`config.mk`:
```
export PLATFORM = sky130hd
export DESIGN_NAME = sf_cmd_seq
export DESIGN_NICKNAME = d
export VERILOG_FILES = /design/src/rtl/sf_seq_pkg.sv /design/src/rtl/sf_seq_dp.sv /design/src/rtl/sf_seq_ctrl.sv /design/src/rtl/sf_cmd_seq.sv
export SDC_FILE = /design/constraint.sdc
export NUM_CORES = 1
export LEC_CHECK = 0
export BUFFER_PORTS_ARGS = -buffer_cell sky130_fd_sc_hd__buf_2
export CORE_ASPECT_RATIO = 1.1
export CORE_UTILIZATION = 45
export DETAILED_ROUTE_END_ITERATION = 8
export GPL_TIMING_DRIVEN = 0
export PLACE_DENSITY_LB_ADDON = 0.3
export SYNTH_ARGS = -nofsm -noshare
export SYNTH_HDL_FRONTEND = slang
export SYNTH_HIERARCHICAL = 1
export SYNTH_SLANG_ARGS = --single-unit
```
`constraint.sdc`:
```
create_clock -name clk -period 5.2 [get_ports clk]
set_clock_uncertainty 0.2 [all_clocks]
set_input_delay 0 -clock clk [delete_from_list [all_inputs] [get_ports clk]]
set_output_delay 0 -clock clk [all_outputs]
set_load 0.1 [all_outputs]
```
`src/rtl/sf_seq_pkg.sv`:
```
package sf_seq_pkg;
  localparam int REG_IDX_W = 3;
  localparam logic [REG_IDX_W-1:0] REG_CMD    = 3'd0;
  localparam logic [REG_IDX_W-1:0] REG_ADDR   = 3'd1;
  localparam logic [REG_IDX_W-1:0] REG_DATA   = 3'd2;
  localparam logic [REG_IDX_W-1:0] REG_STATUS = 3'd3;
  localparam logic [REG_IDX_W-1:0] REG_TIMING = 3'd4;
  localparam int PEND_BIT = 22;
  localparam int ERR_BIT  = 29;
  localparam logic [15:0] TIMING_RESET = 16'h0204;

  typedef struct packed {
    logic       startByte;
    logic [7:0] txByte;
  } seq_strobe_t;
endpackage

```
`src/rtl/sf_seq_dp.sv`:
```
module sf_seq_dp
  import sf_seq_pkg::*;
#(
  parameter int TICK_W = 4
) (
  input  logic              clk,
  input  logic              rstN,
  input  seq_strobe_t       strobes,
  input  logic [TICK_W-1:0] period,
  input  logic [TICK_W-1:0] fallPos,
  input  logic [TICK_W-1:0] risePos,
  input  logic              miso,
  output logic              sck,
  output logic              mosi,
  output logic              byteDone,
  output logic [7:0]        rxByte
);
  logic [TICK_W-1:0] tick;
  logic [2:0]        bitCnt;
  logic              active;
  logic [7:0]        shiftReg;
  logic [TICK_W-1:0] lastTick;

  assign lastTick = period - 1'b1;

  always_ff @(posedge clk or negedge rstN) begin
    if (!rstN) begin
      sck      <= 1'b1;
      mosi     <= 1'b0;
      byteDone <= 1'b0;
      rxByte   <= '0;
      tick     <= '0;
      bitCnt   <= '0;
      active   <= 1'b0;
      shiftReg <= '0;
    end else begin
      byteDone <= 1'b0;
      if (strobes.startByte) begin
        shiftReg <= strobes.txByte;
        tick     <= '0;
        bitCnt   <= '0;
        active   <= 1'b1;
      end else if (active) begin
        if (tick == fallPos) begin
          sck  <= 1'b0;
          mosi <= shiftReg[7];
        end
        if (tick == risePos) begin
          sck    <= 1'b1;
          rxByte <= {rxByte[6:0], miso};
        end
        if (tick == lastTick) begin
          tick     <= '0;
          shiftReg <= {shiftReg[6:0], 1'b0};
          bitCnt   <= bitCnt + 3'd1;
          if (bitCnt == 3'd7) begin
            active   <= 1'b0;
            byteDone <= 1'b1;
          end
        end else begin
          tick <= tick + 1'b1;
        end
      end
    end
  end
endmodule

```
`src/rtl/sf_seq_ctrl.sv`:
```
module sf_seq_ctrl
  import sf_seq_pkg::*;
#(
  parameter int DATA_BYTES = 4,
  parameter int MAX_ADDR   = 3
) (
  input  logic                 clk,
  input  logic                 rstN,
  input  logic                 busWr,
  input  logic [REG_IDX_W-1:0] busAddr,
  input  logic [31:0]          busWdata,
  output logic [31:0]          busRdata,
  input  logic                 byteDone,
  input  logic [7:0]           rxByte,
  output seq_strobe_t          strobes,
  output logic [15:0]          timingReg,
  output logic                 pendingFlag,
  output logic                 errorFlag,
  output logic                 csN
);
  localparam int DATA_W = 8 * DATA_BYTES;

  typedef enum logic [1:0] {ST_IDLE, ST_LOAD, ST_WAIT} seq_state_t;

  seq_state_t        state;
  logic [31:0]       cmdWord;
  logic [31:0]       addrReg;
  logic [DATA_W-1:0] dataReg;
  logic              opcLeft;
  logic [1:0]        adrLeft;
  logic [3:0]        dumLeft;
  logic [2:0]        datLeft;
  logic [1:0]        datIdx;
  logic              curData;
  logic              dirWrite;
  logic              holdCs;
  logic              cmdWr;
  logic              errSet;
  logic              errClr;
  logic              finishing;
  logic [1:0]        adrLenIn;
  logic [2:0]        datLenIn;

  assign cmdWr  = busWr && (busAddr == REG_CMD);
  assign errSet = cmdWr && pendingFlag;
  assign errClr = busWr && (busAddr == REG_STATUS) && busWdata[ERR_BIT];
  assign adrLenIn = (busWdata[22:20] > 3'(MAX_ADDR)) ? 2'(MAX_ADDR) : busWdata[21:20];
  assign datLenIn = (busWdata[11:9] > 3'(DATA_BYTES)) ? 3'(DATA_BYTES) : busWdata[11:9];
  assign finishing = (state == ST_LOAD) && !opcLeft && (adrLeft == 2'd0)
                     && (dumLeft == 4'd0) && (datLeft == 3'd0);

  always_comb begin
    strobes = '0;
    if (state == ST_LOAD && !finishing) begin
      strobes.startByte = 1'b1;
      if (opcLeft)
        strobes.txByte = cmdWord[7:0];
      else if (adrLeft != 2'd0)
        strobes.txByte = addrReg[{adrLeft - 2'd1, 3'b000} +: 8];
      else if (dumLeft != 4'd0)
        strobes.txByte = 8'h00;
      else
        strobes.txByte = dirWrite ? dataReg[{datIdx, 3'b000} +: 8] : 8'h00;
    end
  end

  always_comb begin
    busRdata = '0;
    case (busAddr)
      REG_CMD:    busRdata = cmdWord;
      REG_ADDR:   busRdata = addrReg;
      REG_DATA:   busRdata = 32'(dataReg);
      REG_STATUS: begin
        busRdata[PEND_BIT] = pendingFlag;
        busRdata[ERR_BIT]  = errorFlag;
      end
      REG_TIMING: busRdata = {16'h0000, timingReg};
      default:    busRdata = '0;
    endcase
  end

  always_ff @(posedge clk or negedge rstN) begin
    if (!rstN) begin
      state       <= ST_IDLE;
      cmdWord     <= '0;
      addrReg     <= '0;
      dataReg     <= '0;
      timingReg   <= TIMING_RESET;
      pendingFlag <= 1'b0;
      errorFlag   <= 1'b0;
      csN         <= 1'b1;
      opcLeft     <= 1'b0;
      adrLeft     <= '0;
      dumLeft     <= '0;
      datLeft     <= '0;
      datIdx      <= '0;
      curData     <= 1'b0;
      dirWrite    <= 1'b0;
      holdCs      <= 1'b0;
    end else begin
      errorFlag <= errSet | (errorFlag & ~errClr);
      if (busWr && busAddr == REG_ADDR)   addrReg   <= busWdata;
      if (busWr && busAddr == REG_DATA)   dataReg   <= busWdata[DATA_W-1:0];
      if (busWr && busAddr == REG_TIMING) timingReg <= busWdata[15:0];
      if (cmdWr && !pendingFlag) begin
        cmdWord     <= busWdata;
        pendingFlag <= 1'b1;
        csN         <= 1'b0;
        opcLeft     <= csN;
        adrLeft     <= adrLenIn;
        dumLeft     <= busWdata[19:16];
        datLeft     <= datLenIn;
        datIdx      <= '0;
        dirWrite    <= busWdata[8];
        holdCs      <= busWdata[15];
        if (!busWdata[8]) dataReg <= '0;
        state       <= ST_LOAD;
      end
      case (state)
        ST_LOAD: begin
          if (finishing) begin
            pendingFlag <= 1'b0;
            csN         <= !holdCs;
            state       <= ST_IDLE;
          end else begin
            curData <= 1'b0;
            if (opcLeft)                opcLeft <= 1'b0;
            else if (adrLeft != 2'd0)   adrLeft <= adrLeft - 2'd1;
            else if (dumLeft != 4'd0)   dumLeft <= dumLeft - 4'd1;
            else begin
              datLeft <= datLeft - 3'd1;
              curData <= 1'b1;
            end
            state <= ST_WAIT;
          end
        end
        ST_WAIT: begin
          if (byteDone) begin
            if (curData) begin
              if (!dirWrite) dataReg[{datIdx, 3'b000} +: 8] <= rxByte;
              datIdx <= datIdx + 2'd1;
            end
            state <= ST_LOAD;
          end
        end
        default: ;
      endcase
    end
  end
endmodule

```
`src/rtl/sf_cmd_seq.sv`:
```
module sf_cmd_seq
  import sf_seq_pkg::*;
#(
  parameter int DATA_BYTES = 4,
  parameter int MAX_ADDR   = 3,
  parameter int TICK_W     = 4
) (
  input  logic        clk,
  input  logic        rstN,
  input  logic        busWr,
  input  logic [2:0]  busAddr,
  input  logic [31:0] busWdata,
  output logic [31:0] busRdata,
  output logic        sck,
  output logic        csN,
  output logic        mosi,
  input  logic        miso
);
  seq_strobe_t strobes;
  logic        byteDone;
  logic [7:0]  rxByte;
  logic [15:0] timingReg;
  logic        pendingFlag;
  logic        errorFlag;

  sf_seq_ctrl #(.DATA_BYTES(DATA_BYTES), .MAX_ADDR(MAX_ADDR)) ctrl (
    .clk(clk), .rstN(rstN), .busWr(busWr), .busAddr(busAddr),
    .busWdata(busWdata), .busRdata(busRdata), .byteDone(byteDone),
    .rxByte(rxByte), .strobes(strobes), .timingReg(timingReg),
    .pendingFlag(pendingFlag), .errorFlag(errorFlag), .csN(csN)
  );

  sf_seq_dp #(.TICK_W(TICK_W)) dp (
    .clk(clk), .rstN(rstN), .strobes(strobes),
    .period(timingReg[TICK_W-1:0]), .fallPos(timingReg[12 +: TICK_W]),
    .risePos(timingReg[8 +: TICK_W]), .miso(miso), .sck(sck),
    .mosi(mosi), .byteDone(byteDone), .rxByte(rxByte)
  );
endmodule

```
**Word-level counts from Yosys, hierarchy flattened**

Index checks and enable logic that the tools add are counted.

- Add/sub/neg operators: 8
- Bitwise operators: 5
- Shift-type cells: 4
- $mul: 0
- Muxes and demuxes: 77
- Equal/unequal tests: 10
- Div/mod/pow operators: 0
- $lt $le $gt $ge: 2
- Reduce and logical (&&, ||, !) cells: 31

Operators with widths:

| operator | count |
|---|---|
| 32-bit 2-to-1 mux | 7 |
| 22-bit one-hot mux with 4 select lines | 1 |
| 32-bit by 6-bit indexed part select with 8-bit output | 2 |
| 8-bit 2-to-1 mux | 7 |
| 4-bit 2-to-1 mux | 9 |
| 32-bit bitwise mux | 1 |
| 8-bit by 7-bit variable shift with 32-bit output, first input constant | 1 |
| 8-bit by 7-bit indexed part select with 32-bit output | 1 |
| 3-bit 2-to-1 mux | 10 |
| 2-bit 2-to-1 mux | 13 |
| 1-bit 2-to-1 mux | 23 |
| 6-bit one-hot mux with 3 select lines | 1 |
| 1-bit logical AND | 13 |
| 4-bit == test | 3 |
| 9-bit 2-to-1 mux | 1 |
| 3-bit AND reduction | 3 |
| 1-bit one-hot mux with 4 select lines | 2 |
| 2-bit nonzero test | 4 |
| 4-bit by 1-bit subtractor with 4-bit output, second input constant | 2 |
| 5-bit negator with 7-bit output | 1 |
| 3-bit by 2-bit == test with 1-bit output, second input constant | 2 |
| 3-bit == test, second input constant | 2 |
| 3-bit zero test | 2 |
| 2-bit one-hot mux with 3 select lines | 1 |
| other kinds (19) | 25 |

- Memories kept: 0
- RAM bits: 0
- Word-level logic and storage cells: 161
- Output and inout port bits: 35
- Latch bits: 0
- Bits of input ports: 39
- Flip-flop bits (word level): 159
- Bits in read-only memories: 0

**Longest topological paths before layout**

Gate-level depths: netlist of run 1.

- Depth after elaboration: 10
- Gate-level depth with buffers: 13
- Mapped depth without buffers: 9

**Modules after synthesis**

Netlist of run 1, hierarchy kept.

By module, submodules not included:

| module | instances | cells an instance | sequential area each (µm²) | area each (µm²) |
|---|---|---|---|---|
| sf_seq_ctrl | 1 | 676 | 3256.9 | 7156.9 |
| sf_seq_dp | 1 | 140 | 676.9 | 1507.7 |

**Least setup slack after synthesis of run 1**

OpenSTA, ideal clock, no wires.

- Path kind: reg-to-reg
- Start point: reg ctrl.adrLeft[0]
- End point: reg dp.rxByte[0]
- Data required time: 4875 ps
- Arrival time: 2856 ps
- Buffers on the path: 4
- Setup time: 125 ps
- Slack: 2019 ps
- Clock period less this slack: 3181 ps
- Stages on the path, launching flop included: 14
- Cell sequence: dfrtp_1 buf_2 buf_2 inv_1 ha_1 buf_2 nand3b_1 o31ai_1 buf_2 inv_1 nor2b_1 nand2_1 nor4_4 mux2_2

RTL lines:

| what | RTL line | text |
|---|---|---|
| from (decl) | sf_seq_ctrl.sv:30 | `logic [1:0] adrLeft;` |
| from (signal assigned) | sf_seq_ctrl.sv:110 | `adrLeft <= adrLenIn;` |
| from (signal assigned) | sf_seq_ctrl.sv:128 | `else if (adrLeft != 2'd0) adrLeft <= adrLeft - 2'd1;` |
| to (signal assigned) | sf_seq_dp.sv:50 | `rxByte <= {rxByte[6:0], miso};` |
| to (decl) | sf_seq_dp.sv:16 | `output logic [7:0] rxByte` |

==> flow_summary.ini, run 1 <==
[layout]
fin_cells = 1204
utilization_pct = 55.6
area_growth_pct = 19.4
antennaDiodeCount = 0
fin_nets = 1002
fin_area_um2 = 10300
drive_above_1_share_pct = 22.9

[global_routing]
antenna_found_initial = 0
grt_pass1_wl_mm = 40.1
first_global_vias = 6954
grt-ovfl-total = 0
grtUsageTotal_pct = 27.3
grt_start_max_net_pins = 98

[logic_synthesis]
yosysSeqAreaShare_pct = 45.4
synth_ff_type = dfrtp_1
syn-mean-instance-area_um2 = 10.6
post-synth-top-area-fraction_pct = 44.2
synth.distinct_cells = 66
syn_inst = 816
yosys_register_bits = 157
ys.warnings.count = 6
syn-num-nets = 870
syn_area_um2 = 8660
synth_area_leader_cell = dfrtp_1
synth_area_leaders = dfrtp_1, mux2i_1, mux2_2
synthArstFlopShare_pct = 100
synth-edff-count = 0

[power]
peakVddDrop_mv = 0.267
leakage_uw = 0.00492
power_density_nw_per_um2 = 494

[worst_setup_path]
crit_buf_inv = 6
path_max_fanout = 10
worst_setup_path_start_kind = flip-flop
reg2reg_slack_ns = 1.08
timing.critical_path.mode_cell = buf_2
worstSetupPathType = reg2reg
cpPeakStageDelay_ns = 0.59
critPathCaptureType = flip-flop
arrival_ns = 4.22
path_delay_family = buffers and inverters
worst-endpoint-required_ns = 5.31
crit_path_top_delay_cell = nor4_4
cp_cell_sequence = buf_2, buf_2, inv_1, ha_1, buf_2, nand3b_1, o31ai_1, buf_2, inv_1, nor2b_1, nand2_1, nor4_4, mux2_2

[detailed_routing]
avgRoutedWirePerCell_um = 21.5
route.detailed.drc = 0
detail_route.wirelength_mm = 25.9
first_pass_iters = 5
dr_total_vias = 7055
routed_via_density = 5.86
ant_nets = 0
drt_iter0_markers = 651

[clocking]
cts_root_buffer = clkbuf_16
h-tree-depth = 4
numCtsBuffers = 17
cts_tree = built
clock_sinks = 157
clkSlewWorstSetupHoldPaths_ns = 0.07
clock_path_buffers = 2
cts_setup_buffers = 0
clk_latency_ns = 0.43

[sta]
hold_viol = 0
slew_viol_final = 0
setup_violations = 0
rsz0062_at_grt = false
maxSlewHeadroom_pct = 39.8
tns_ns = 0
fmax_mhz = 243
fin_crit_ns = 4.12
finalHoldWorstSlack_ns = 0.131
worst_slew_pin_slew_ns = 0.903
fin_crit_sh_pct = 79.2

[hold_path]
hold_class = in2reg

[placement]
port_buffers = 71
dp_cells = 1131
gp_congestion = 0.939
placed_cell_area_um2 = 9360
place_hpwl_mm = 18.9

[floorplan]
die_area_um2 = 19800
start_util_pct = 46.6
pin_count = 74
core_um2 = 18600
fp.dieH_um = 148
rows = 52
fp.dieW_um = 134

[flow_run]
drv_cap = 0

[outcome]
status = finished, final reports clean
## sequential cells by signal (all words and copies together) (netlist names), 3 cells and up
register        flops
ctrl/addrReg       32
ctrl/timingReg     16
dp/shiftReg         8
ctrl/cmdWord       32
ctrl/datLeft        3
dp/tick             4
ctrl/dataReg       32
dp/rxByte           8
ctrl/dumLeft        4
dp/bitCnt           3
## cell type report
cell class	count	area, um2
buffer	56	333
clock buffer	19	453
clock inverter	13	105
fill	1656	8260
inverter	19	71.3
multi-input combinational	584	4330
sequential	157	3930
tap	243	304
timing repair buffer	113	821
## per-stage QoR
stage / setup slack [ns] / power, uW
2_1_floorplan: 2.02 / 3340
3_3_place_gp: 1.19 / 3850
3_5_place_dp: 1.14 / 3900
4_1_cts: 1.07 / 5110
5_1_grt: 0.819 / 5390
6_report: 1.08 / 5110
## report_power, final
part	internal, uW	switching, uW	leakage, uW
logic	739	1230	0.00271
registers	1600	366	0.00194
clock network	645	538	0.000269
## final timing paths
| check | start | end | depth (start not counted) |
|---|---|---|---|
| setup reg to reg | ctrl/adrLeft[0] | dp/rxByte[4] | 13 |
| max in group asynchronous | rstN | ctrl/dataReg[1] | 4 |
| hold reg to reg | ctrl/cmdWord[27] | ctrl/cmdWord[27] | 2 |
| min in group asynchronous | rstN | ctrl/dumLeft[3] | 4 |
| setup / recovery | ctrl/adrLeft[0] | dp/rxByte[4] | 13 |
| hold / removal | busWdata[27] | ctrl/cmdWord[27] | 4 |
## per-layer routing
| metal | vias to the layer above | GRT usage [%] | part of all wire [%] | routed length [um] |
|---|---|---|---|---|
| li1 | 3215 | - | - | - |
| met1 | 3532 | 35.2 | 42 | 10800 |
| met2 | 262 | 45.3 | 49 | 12700 |
| met3 | 46 | 5.62 | 6.2 | 1610 |
| met4 | 0 | 10.4 | 2.9 | 754 |
| met5 | - | 0 | 0 | 0 |
## layout by cell type, fill, tap and decap left out, types with 4 or more instances in the layout
cell type,count
xnor2_1,4
buf_2,83
clkbuf_1,22
nand3_1,16
mux2i_1,70
mux2_1,6
dfstp_2,4
inv_6,4
buf_4,8
a2111oi_0,8
nand4_1,6
nor2_1,43
clkbuf_16,17
a221o_1,4
o21ai_0,9
dlygate4sd3_1,40
nand2b_1,6
nor3_1,24
a21oi_1,24
o31ai_1,10
mux4_2,8
dfrtp_1,153
buf_6,10
inv_1,18
ha_1,15
nor2b_1,18
a22oi_1,37
xor2_1,8
mux2_2,52
o2bb2ai_1,32
nor4_1,5
nand2_1,127
## tightest hold or removal path: cells and delay by family
kind,cells,cell delay [ns]
buf+inv,2,0.64
simple gates,2,0.10
## timing repair
item                                   CTS  global route
hold buffers                            41             0
gates resized for setup                  0             0
endpoints found under the hold margin  274             0
## synthesized netlist by cell type, types with 15 or more instances
cell and instances:
o2bb2ai_1 32, nand3_1 16, mux2_2 52, inv_1 18
a21oi_1 24, dfrtp_1 153, nand2_1 127, nor2_1 43
ha_1 15, nor2b_1 18, nor3_1 24, mux2i_1 70
a22oi_1 37, clkbuf_1 22
## kinds of logic after synthesis
group | synth area share (%)
AO/OA/AOI/OAI | 12.5
XOR/XNOR | 1.85
adder cells (fa/ha/maj) | 2.17
buffers and inverters | 4.66
flip-flops | 45.4
multiplexers | 17.7
AND/OR/NAND/NOR | 15.7
Power figures use the tool's default switching activity.
==> run 2: changes to the inputs <==
==> constraint.sdc (replaced) <==
create_clock -name clk -period 3.9 [get_ports clk]
set_clock_uncertainty 0.2 [all_clocks]
set_input_delay 0 -clock clk [delete_from_list [all_inputs] [get_ports clk]]
set_output_delay 0 -clock clk [all_outputs]
set_load 0.1 [all_outputs]
==> flow_summary.ini, run 2 (same netlist as run 1, synthesis figures left out) <==
[global_routing]
first_global_vias = 6971
grt_start_max_net_pins = 98
grt-ovfl-total = 0
grtUsageTotal_pct = 27.4
antenna_found_initial = 0
grt_pass1_wl_mm = 40.2

[clocking]
clkSlewWorstSetupHoldPaths_ns = 0.07
clk_latency_ns = 0.43
cts_tree = built
h-tree-depth = 4
clock_sinks = 157
numCtsBuffers = 17
cts_root_buffer = clkbuf_16
clock_path_buffers = 2

[worst_setup_path]
path_max_fanout = 10
worst_setup_path_start_kind = flip-flop
r2r_cells = 14
r2r-start = ctrl/adrLeft[0]
worst-endpoint-required_ns = 4.01
reg2reg_slack_ns = 0.20
critPathCaptureType = flip-flop
worstSetupPathType = reg2reg
r2r_end = dp/rxByte[4]
arrival_ns = 3.80

[power]
power_density_nw_per_um2 = 660
peakVddDrop_mv = 0.359
leakage_uw = 0.00494

[layout]
final_cell_mix = dfrtp_1, nand2_1, buf_2, mux2i_1, mux2_2
antennaDiodeCount = 0
drive_above_1_share_pct = 23.2
fin_nets = 1003
utilization_pct = 55.8
final_common_cell = dfrtp_1
area_growth_pct = 19.8
reg_top3 = ctrl/addrReg: 32 flops, ctrl/cmdWord: 32 flops, ctrl/dataReg: 32 flops

[sta]
maxSlewHeadroom_pct = 42.0
worst_slew_pin_slew_ns = 0.870
setup_violations = 0
fmax_mhz = 271
hold_viol = 0
fin_crit_sh_pct = 94.8
slew_viol_final = 0
fin_crit_ns = 3.70
rsz0062_at_grt = false
finalHoldWorstSlack_ns = 0.129

[flow_run]
drv_cap = 0

[floorplan]
fp.dieH_um = 148
core_um2 = 18600
pin_count = 74
die_area_um2 = 19800
start_util_pct = 46.6
fp.dieW_um = 134
rows = 52

[detailed_routing]
first_pass_iters = 5
dr_total_vias = 7033
drt_iter0_markers = 701
detail_route.wirelength_mm = 25.8
route.detailed.drc = 0
ant_nets = 0
routed_via_density = 5.84
avgRoutedWirePerCell_um = 21.4

[hold_path]
worstHoldPathCells = 4
hold_end = ctrl/cmdWord[27]
hold_class = in2reg
hp-start = busWdata[27]

[placement]
place_hpwl_mm = 18.9
port_buffers = 71
gp_congestion = 0.939

[outcome]
status = finished, final reports clean
## run 2: report_power, final
part	total, uW	internal [uW]	switching [uW]
combinational	2650	1010	1640
clock	1580	860	723
sequential	2610	2130	487
total	6850	3990	2850
## run 2: metal layers
metal | wire, um | up-vias | track usage [%]
li1 | - | 3221 | -
met1 | 10800 | 3499 | 35.2
met2 | 12700 | 267 | 45.4
met3 | 1630 | 46 | 5.52
met4 | 716 | 0 | 10.6
met5 | 0 | - | 0
## run 2: worst max-delay path, cell delays in order (launching register included)
cell and delay (ns):
dfrtp_1 0.36, buf_2 0.21, buf_2 0.27, inv_1 0.11, ha_1 0.20, buf_2 0.23
nand3b_1 0.19, o31ai_2 0.31, buf_4 0.25, inv_1 0.16, nor2b_2 0.18, nand2_1 0.10
nor4_4 0.27, buf_12 0.18, mux2_2 0.33
## run 2: how the worst max path moves through the flow
stage | start | endpoint | cells past startpoint
detailed placement | ctrl/adrLeft[0] | dp/rxByte[4] | 13
floorplan | ctrl/adrLeft[0] | dp/rxByte[0] | 13
CTS | ctrl/adrLeft[0] | dp/rxByte[4] | 14
finish | ctrl/adrLeft[0] | dp/rxByte[4] | 14
global route | ctrl/adrLeft[0] | dp/rxByte[3] | 14
global placement | ctrl/adrLeft[0] | dp/rxByte[7] | 13
## run 2: through the flow
step / setup WS (ns) / cell area (um2) / total power (uW) / instances / setup TNS, ns
6_report: 0.205 / 10400 / 6850 / 1205 / 0
5_1_grt: 0.00446 / 10400 / 7210 / 1205 / 0
4_1_cts: 0.0730 / 10400 / 6840 / 1205 / 0
3_5_place_dp: -0.165 / 9360 / 5200 / 1131 / -1.28
3_3_place_gp: -0.110 / 9320 / 5130 / 1130 / -0.874
2_1_floorplan: 0.719 / 8660 / 4460 / 816 / 0
## run 2: repair_timing
item,4_1_cts,5_1_grt
hold endpoints to repair,274,0
setup buffers,1,0
pin swaps,1,0
hold buffers,41,0
setup endpoints to repair,8,8
gates resized for setup,1,3
## run 2: final cells by class
cell class                 count  area [um2]
clock buffer                  19         453
buffer                        56         335
multi-input combinational    584        4330
sequential                   157        3930
tap                          243         304
timing repair buffer         114         841
inverter                      19        71.3
clock inverter                13         105
fill                        1652        8230
==> run 3: changes to the inputs <==
==> constraint.sdc (replaced) <==
create_clock -name clk -period 3.7 [get_ports clk]
set_clock_uncertainty 0.2 [all_clocks]
set_input_delay 0 -clock clk [delete_from_list [all_inputs] [get_ports clk]]
set_output_delay 0 -clock clk [all_outputs]
set_load 0.1 [all_outputs]
==> flow_summary.ini, run 3 (same netlist as run 1, synthesis figures left out) <==
[worst_setup_path]
critPathCaptureType = flip-flop
worst-endpoint-required_ns = 3.81
crit_path_top_delay_cell = dfrtp_1
arrival_ns = 3.58
worst_setup_path_start_kind = flip-flop
path_max_fanout = 18
path_delay_family = buffers and inverters
crit_buf_inv = 6
cp_cell_sequence = buf_2, inv_1, ha_1, buf_2, nand3b_1, o31ai_4, buf_4, inv_1, nor2b_2, nand2_1, nor4_4, buf_12, mux2_2
worstSetupPathType = reg2reg
cpPeakStageDelay_ns = 0.36

[layout]
multi_input_area_um2 = 4340
final_common_cell = dfrtp_1
fin_nets = 1003
utilization_pct = 55.8
area_growth_pct = 19.9
antennaDiodeCount = 0
fin_area_um2 = 10400
fillerInstances = 1652
drive_above_1_share_pct = 23.2
reg_top3 = ctrl/addrReg: 32 flops, ctrl/cmdWord: 32 flops, ctrl/dataReg: 32 flops
final_cell_mix = dfrtp_1, nand2_1, buf_2, mux2i_1, mux2_2
seqCellArea_um2 = 3930

[detailed_routing]
drt_iter0_markers = 714
detail_route.wirelength_mm = 25.9
dr_total_vias = 7027
routed_via_density = 5.83
avgRoutedWirePerCell_um = 21.5
ant_nets = 0
route.detailed.drc = 0
first_pass_iters = 6

[global_routing]
grt_start_max_net_pins = 98
grtUsageTotal_pct = 27.4
antenna_found_initial = 0
grt_pass1_wl_mm = 40.2
grt-ovfl-total = 0
first_global_vias = 6981

[floorplan]
fp.dieW_um = 134
start_util_pct = 46.6
pin_count = 74
rows = 52
core_um2 = 18600
fp.dieH_um = 148
die_area_um2 = 19800

[power]
switching_share_pct = 41.7
leakage_uw = 0.00494
finalPower_uw = 7230
power_density_nw_per_um2 = 696
p_switching_uw = 3020
pwr-share-seq_pct = 38.1
clkPwrFrac_pct = 23.1
peakVddDrop_mv = 0.379
pwr-share-comb_pct = 38.8
p_int_uw = 4210

[placement]
gp_congestion = 0.939
pre_cts_slack_ns = -0.365
place_hpwl_mm = 18.9
placed_cell_area_um2 = 9360
port_buffers = 71

[sta]
timing.final.ws_setup_ns = 0.234
worst_slew_pin_slew_ns = 0.879
hold_viol = 0
setup_violations = 0
maxSlewHeadroom_pct = 41.4
rsz0062_at_grt = false
slew_viol_final = 0
fin_crit_sh_pct = 93.7
fin_crit_ns = 3.47
fmax_mhz = 289

[clocking]
clock_sinks = 157
cts_root_buffer = clkbuf_16
clock_path_buffers = 2
numCtsBuffers = 17
h-tree-depth = 4
cts_tree = built
clk_latency_ns = 0.43
clkSlewWorstSetupHoldPaths_ns = 0.07

[outcome]
status = finished, final reports clean

[flow_run]
drv_cap = 0

[hold_path]
hold_class = in2reg
## run 3: cell types whose count changed in the layout (fill, tap and decap cells not counted)
| cell | delta |
|---|---|
| o31ai_2 | -1 |
| o31ai_4 | +1 |
| buf_2 | -1 |
| buf_4 | +1 |
## run 3: path summary, 6_finish.rpt
check	from	to	slack [ns]	cells past startpoint
worst max-delay path	ctrl/adrLeft[0]	dp/rxByte[4]	0.23	13
worst min register to register	ctrl/cmdWord[27]	ctrl/cmdWord[27]	0.27	2
max in group asynchronous	rstN	ctrl/dataReg[1]	2.32	4
min in group asynchronous	rstN	ctrl/dumLeft[3]	0.49	4
worst min-delay path	busWdata[27]	ctrl/cmdWord[27]	0.13	4
worst max register to register	ctrl/adrLeft[0]	dp/rxByte[4]	0.23	13
## run 3: worst register-to-register path: cells and delay by family (launching register included)
kind            cells  cell delay, ns
flops               1            0.36
fa+ha+maj           1            0.22
simple gates        4            0.72
compound gates      1            0.23
mux                 1            0.34
buf+inv             6            1.26
## run 3: area by class of cell
class                           instances  area share (%)
Buffer                                 55            3.18
Clock buffer                           19            4.36
Clock inverter                         13            1.01
Inverter                               19           0.686
Multi-Input combinational cell        584            41.8
Sequential cell                       157            37.9
Tap cell                              243            2.93
Timing Repair Buffer                  115            8.17
## run 3: layer usage
metal	track usage [%]	vias to the layer above	wire, um
met5	0	-	0
met4	10.6	0	744
met3	5.52	45	1790
met2	45.5	270	12700
met1	35.3	3499	10600
li1	-	3213	-
## run 3: power by group through the flow
stage	combinational, uW	sequential, uW	clock (uW)
global placement	2650	2760	0
CTS	2790	2750	1680
global route	3040	2810	1760
detailed placement	2710	2770	0
floorplan	2050	2650	0
finish	2800	2760	1670
## run 3: through the flow
step / cells / hold slack (ns) / TNS [ns]
floorplan: 816 / -0.496 / 0
global placement: 1130 / 0.0318 / -10.0
detailed placement: 1131 / -0.224 / -2.91
CTS: 1206 / 0.122 / 0
global route: 1205 / 0.147 / 0
finish: 1205 / 0.129 / 0
## run 3: timing repair
action,CTS,global route
endpoints found under the hold margin,274,0
pin swaps,1,0
buffers inserted,2,0
endpoints found under the setup margin,9,13
hold buffers,41,0
gates resized for setup,3,1
